## src/rtl/tid_pkg.sv

```systemverilog
package tid_pkg;

   typedef enum logic [1:0] {
      TID_POL_OPEN      = 2'd0,
      TID_POL_USER_RO   = 2'd1,
      TID_POL_PRIV_ONLY = 2'd2
   } tid_policy_e;

   // Access rule of each slot, counted from the first assigned selector code
   function automatic tid_policy_e tid_slot_policy(input int idx);
      case (idx)
         0:       return TID_POL_OPEN;
         1:       return TID_POL_USER_RO;
         default: return TID_POL_PRIV_ONLY;
      endcase
   endfunction

endpackage

```

## src/rtl/tid_sel_decode.sv

```systemverilog
module tid_sel_decode #(
   parameter int SEL_W    = 3,
   parameter int NUM_REGS = 3,
   parameter int BASE_SEL = 2
) (
   input  logic [SEL_W-1:0]    sel,
   output logic [NUM_REGS-1:0] hit,
   output logic                valid
);
   localparam int LAST_SEL = BASE_SEL + NUM_REGS - 1;

   if (SEL_W < 1) begin : g_bad_w
      $error("tid_sel_decode: SEL_W must be positive");
   end
   if (LAST_SEL >= (1 << SEL_W)) begin : g_bad_range
      $error("tid_sel_decode: selector range exceeds SEL_W");
   end

   for (genvar i = 0; i < NUM_REGS; i++) begin : g_hit
      localparam logic [SEL_W-1:0] CODE = SEL_W'(BASE_SEL + i);
      assign hit[i] = (sel == CODE);
   end

   assign valid = |hit;

   always_comb begin
      assert_onehot_hit_R6: assert ($onehot0(hit))
         else $error("selector decode hit more than one slot");
   end
endmodule

```

## src/rtl/tid_perm_check.sv

```systemverilog
module tid_perm_check
   import tid_pkg::*;
#(
   parameter int NUM_REGS = 3
) (
   input  logic                acc_en,
   input  logic                acc_wr,
   input  logic                priv_mode,
   input  logic [NUM_REGS-1:0] hit,
   output logic [NUM_REGS-1:0] rd_grant,
   output logic [NUM_REGS-1:0] wr_grant,
   output logic                deny
);
   if (NUM_REGS < 1) begin : g_bad_n
      $error("tid_perm_check: NUM_REGS must be positive");
   end

   for (genvar i = 0; i < NUM_REGS; i++) begin : g_slot
      localparam tid_policy_e POL = tid_slot_policy(i);
      logic rd_ok, wr_ok;
      if (POL == TID_POL_OPEN) begin : g_open
         assign rd_ok = 1'b1;
         assign wr_ok = 1'b1;
      end else if (POL == TID_POL_USER_RO) begin : g_uro
         assign rd_ok = 1'b1;
         assign wr_ok = priv_mode;
      end else begin : g_priv
         assign rd_ok = priv_mode;
         assign wr_ok = priv_mode;
      end
      assign rd_grant[i] = acc_en & ~acc_wr & hit[i] & rd_ok;
      assign wr_grant[i] = acc_en &  acc_wr & hit[i] & wr_ok;
   end

   assign deny = acc_en & ~(|rd_grant) & ~(|wr_grant);

   always_comb begin
      assert_single_grant_R8: assert ($onehot0(rd_grant | wr_grant))
         else $error("more than one slot granted");
   end
endmodule

```

## src/rtl/tid_word_reg.sv

```systemverilog
module tid_word_reg #(
   parameter int DATA_W = 32
) (
   input  logic              clk,
   input  logic              rst_n,
   input  logic              we,
   input  logic [DATA_W-1:0] d,
   output logic [DATA_W-1:0] q
);
   if (DATA_W < 1) begin : g_bad_w
      $error("tid_word_reg: DATA_W must be positive");
   end

   always_ff @(posedge clk or negedge rst_n) begin
      if (!rst_n)  q <= '0;
      else if (we) q <= d;
   end

   assert_write_lands_R7: assert property (@(posedge clk) disable iff (!rst_n)
      we |=> (q == $past(d)))
      else $error("granted write did not land");

   assert_hold_no_write_R8: assert property (@(posedge clk) disable iff (!rst_n)
      !we |=> $stable(q))
      else $error("word changed without a write");
endmodule

```

## src/rtl/thread_id_bank.sv

```systemverilog
module thread_id_bank #(
   parameter int DATA_W   = 32,
   parameter int SEL_W    = 3,
   parameter int NUM_REGS = 3,
   parameter int BASE_SEL = 2
) (
   input  logic              clk,
   input  logic              rst_n,
   input  logic              acc_en,
   input  logic              acc_wr,
   input  logic [SEL_W-1:0]  acc_sel,
   input  logic              priv_mode,
   input  logic [DATA_W-1:0] wr_data,
   output logic [DATA_W-1:0] rd_data,
   output logic              fault
);
   localparam int LAST_SEL = BASE_SEL + NUM_REGS - 1;
   localparam logic [SEL_W-1:0] SEL_LO   = SEL_W'(BASE_SEL);
   localparam logic [SEL_W-1:0] SEL_HI   = SEL_W'(LAST_SEL);
   localparam logic [SEL_W-1:0] SEL_PRIV = SEL_W'(BASE_SEL + 2);

   if (NUM_REGS < 3) begin : g_bad_n
      $error("thread_id_bank: three policy slots are required");
   end

   logic [NUM_REGS-1:0]             hit, rd_grant, wr_grant;
   logic                            sel_valid, deny;
   logic [NUM_REGS-1:0][DATA_W-1:0] words_q;

   tid_sel_decode #(.SEL_W(SEL_W), .NUM_REGS(NUM_REGS), .BASE_SEL(BASE_SEL)) u_dec (
      .sel   (acc_sel),
      .hit   (hit),
      .valid (sel_valid)
   );

   tid_perm_check #(.NUM_REGS(NUM_REGS)) u_perm (
      .acc_en    (acc_en),
      .acc_wr    (acc_wr),
      .priv_mode (priv_mode),
      .hit       (hit),
      .rd_grant  (rd_grant),
      .wr_grant  (wr_grant),
      .deny      (deny)
   );

   for (genvar i = 0; i < NUM_REGS; i++) begin : g_word
      tid_word_reg #(.DATA_W(DATA_W)) u_word (
         .clk   (clk),
         .rst_n (rst_n),
         .we    (wr_grant[i]),
         .d     (wr_data),
         .q     (words_q[i])
      );
   end

   always_comb begin
      rd_data = '0;
      for (int i = 0; i < NUM_REGS; i++) begin
         if (rd_grant[i]) rd_data = rd_data | words_q[i];
      end
   end

   assign fault = deny;

   assert_idle_quiet_R9: assert property (@(posedge clk) disable iff (!rst_n)
      !acc_en |-> (!fault && rd_data == '0))
      else $error("outputs active while idle");

   assert_undefined_sel_R6: assert property (@(posedge clk) disable iff (!rst_n)
      (acc_en && (acc_sel < SEL_LO || acc_sel > SEL_HI)) |-> (fault && !sel_valid))
      else $error("undefined selector accepted");

   assert_user_priv_slot_R4: assert property (@(posedge clk) disable iff (!rst_n)
      (acc_en && !priv_mode && acc_sel == SEL_PRIV) |-> fault)
      else $error("user access to privileged word accepted");

   assert_denied_read_zero_R5: assert property (@(posedge clk) disable iff (!rst_n)
      (acc_en && !acc_wr && fault) |-> (rd_data == '0))
      else $error("refused read leaked data");

   assert_denied_write_hold_R3: assert property (@(posedge clk) disable iff (!rst_n)
      (acc_en && acc_wr && fault) |=> $stable(words_q))
      else $error("refused write changed state");
endmodule

```

## config.mk

```make
export PLATFORM = sky130hd
export DESIGN_NAME = thread_id_bank
export DESIGN_NICKNAME = d
export VERILOG_FILES = /design/src/rtl/tid_pkg.sv /design/src/rtl/tid_sel_decode.sv /design/src/rtl/tid_perm_check.sv /design/src/rtl/tid_word_reg.sv /design/src/rtl/thread_id_bank.sv
export SDC_FILE = /design/constraint.sdc
export NUM_CORES = 1
export LEC_CHECK = 0
export BUFFER_PORTS_ARGS = -buffer_cell sky130_fd_sc_hd__buf_2
export CAP_MARGIN = 40
export CORE_MARGIN = 10
export CORE_UTILIZATION = 45
export DETAILED_ROUTE_END_ITERATION = 16
export HOLD_SLACK_MARGIN = 0.15
export PLACE_DENSITY = 0.74
export SETUP_SLACK_MARGIN = 0.05
export SYNTH_ARGS = -nofsm -noshare
export SYNTH_HDL_FRONTEND = slang
export SYNTH_HIERARCHICAL = 1
export SYNTH_SLANG_ARGS = --single-unit
```

## constraint.sdc

```tcl
create_clock -name clk -period 2.9 [get_ports clk]
set_input_delay 0.435 -clock clk [delete_from_list [all_inputs] [get_ports clk]]
set_output_delay 0.435 -clock clk [all_outputs]
set_load 0.05 [all_outputs]
```

==> metrics.md <==
| Metric | Value |
|---|---|
| R2R Path Start | g_word[1].u_word/q[3] |
| IO Pins | 73 |
| Worst slew pin tran | roughly 0.74 ns |
| CTS tree | built |
| GRT Resource Usage Total | 0.142 |
| Vias in the first global route | 3037 |
| Initial DRC Count | about 330 |
| Die area | 14800 um2 |
| F_max | 401 MHz |
| Clock Pin Slew Worst Setup and Hold Paths | 0.09 ns |
| Clk_skew | 0 ns |
| Post-CTS setup buffer count | 0 |
| CP cell instances | buf_2 > inv_1 > and3_1 > and3b_2 > a222oi_1 > inv_1 > buf_2 |
| Largest regs | g_word.u_word/q x96 |
| First-pass GRT wire length | 16700 um |
| Detailed Routing Iterations Pass 1 | 8 |
| Per-cell routed wire length | 19.8 um |
| Setup crit end kind | primary output |
| Register with the highest flop count | g_word.u_word/q |
| Status | complete, no violations |
| Initial Util | 0.458 |
| CP Launch Type | input port |
| Syn Nets | 333 |
| Final GP Congestion | 0.735 |
| Post-detail-place hpwl | 6410 um |
| Setup violation total in the final timing report | 0 |
| Antenna violations before repair | 0 |
| Routed Wire Length | roughly 10000 um |
| Fin. max-slew vios | 0 |
| Core area | 10200 um2 |
| CP required | 2.47 ns |
| Cell row count | 37 |
| R2R cell count | 1 |
| CTS Buf Count | 9 |
| Pin count of the biggest net entering global routing | 50 |
| Area growth, synth to finish | 12.6% |
| Critical Path AT | 2.06 ns |
| Worst path bufs/invs | 4 |
| YS warnings | 6 |
| Vias per cell | 5.36 |
| Util after Layout | 0.515 |
| Critical path's top delay family | simple AND/OR/NAND/NOR gates |
| Crit path max fanout | 32 |
| Worst path max stage delay | 0.70 ns |
| Die height | 122 um |
| Crit path kind | input port to primary output |
| Crit path time final | between 2 and 2.5 ns |
| FF-to-FF End | g_word[1].u_word/q[3] |
| Slowest cell on crit path | and3b_2 |
| WHS | 0.319 ns |
| Hold Crit Depth | 2 |
| Power Dens Cells | 623 nW/um2 |
| Vias | 2711 |
| Clock root buffer | clkbuf_8 |
| Post-route ant nets | 0 |
| Fraction of layout instances using a drive strength above 1 | 0.537 |
| Hold Crit Class | input port to register |
| Final hold vios | 0 |
| Leak Pwr | 2.74 nW |
| Max_cap viols | 0 |
| DR DRC count | 0 |
| Grt ovf | 0 |
| Fin crit share | 0.859 |
| Die Width | 122 um |
| Setup slack, reg-to-reg | between 2 and 2.5 ns |
| Htree depth | 3 |
| Clock insertion delay at the later pin of the skew report | 0.37 ns |
| RSZ-0062 raised after global routing | false |
| Setup TNS Final | 0 ns |
| Min-delay src | wr_data[22] |
| Port Buffers | 72 |
| Num Clock Sinks | 96 |
| Post-synthesis instance total | 293 |
| Post-synthesis area per instance | 15.9 um2 |
| Slew headroom | 0.509 |
| Cell Area, Synth | roughly 4700 um2 |
| Clock Tree Buf Depth | 2 |
| Max reg flops | 96 |
| Nets | 404 |
| VDD IR max | ~0.3 mV |
| Hold Path Sink | g_word[1].u_word/q[22] |
placed cells by master (no fill, tap or decap):
cell / n
clkbuf_8: 9
mux2_2: 6
nor2_4: 2
and3b_2: 1
nand2_1: 3
buf_12: 5
clkinv_4: 2
o22ai_1: 1
buf_4: 4
inv_6: 1
clkinv_2: 3
nor3b_1: 1
and3b_1: 2
bufinv_16: 1
nor3b_2: 2
mux2_4: 90
a222oi_1: 32
dfrtp_1: 96
inv_1: 33
and3_1: 1
nor2b_1: 1
buf_2: 71
and3_2: 1
dlygate4sd3_1: 1
diode_2: 1
power by group:
part           switching, mW  internal [mW]
combinational          0.206          0.397
clock                  0.483          0.400
sequential             0.168           1.62
total                  0.858           2.41
layer usage:
layer	vias to the layer above	share of wire	GRT usage
met5	-	0	0
met4	0	0.012	0.0529
met3	8	0.064	0.0476
met2	84	0.49	0.222
met1	1402	0.43	0.180
li1	1217	-	-
layout make-up:
class	instances	area, um2
well taps	136	170
clock inverters	7	71.3
multi-input cells	143	1860
diodes	1	2.50
flip-flops and latches	96	2400
clock buffers	9	124
fillers	881	4940
repair buffers	81	495
inverters	33	124
per-stage QoR:
step                      instances  setup WS (ns)  cell area, um2  total power [mW]
after CTS                       505          0.429            5250              3.31
after global placement          488          0.449            5040              2.37
after global routing            505          0.276            5250              3.44
final                           506          0.408            5250              3.27
after detailed placement        488          0.429            5040              2.40
after floorplan                 293          0.764            4660              2.23
worst max path at each step:
stage | from | endpoint | cells past startpoint
after floorplan | acc_sel[0] | rd_data[0] | 6
after global placement | acc_sel[2] | rd_data[5] | 7
after detailed placement | acc_sel[2] | rd_data[5] | 7
after CTS | acc_sel[2] | rd_data[5] | 7
after global routing | acc_sel[2] | rd_data[2] | 7
final | acc_sel[2] | rd_data[19] | 7
timing repair:
action	in CTS	in global routing
endpoints found under the hold margin	47	0
hold buffers	1	0
setup endpoints to repair	0	0
resized for setup	0	0
(Power assumes the default switching activity.)
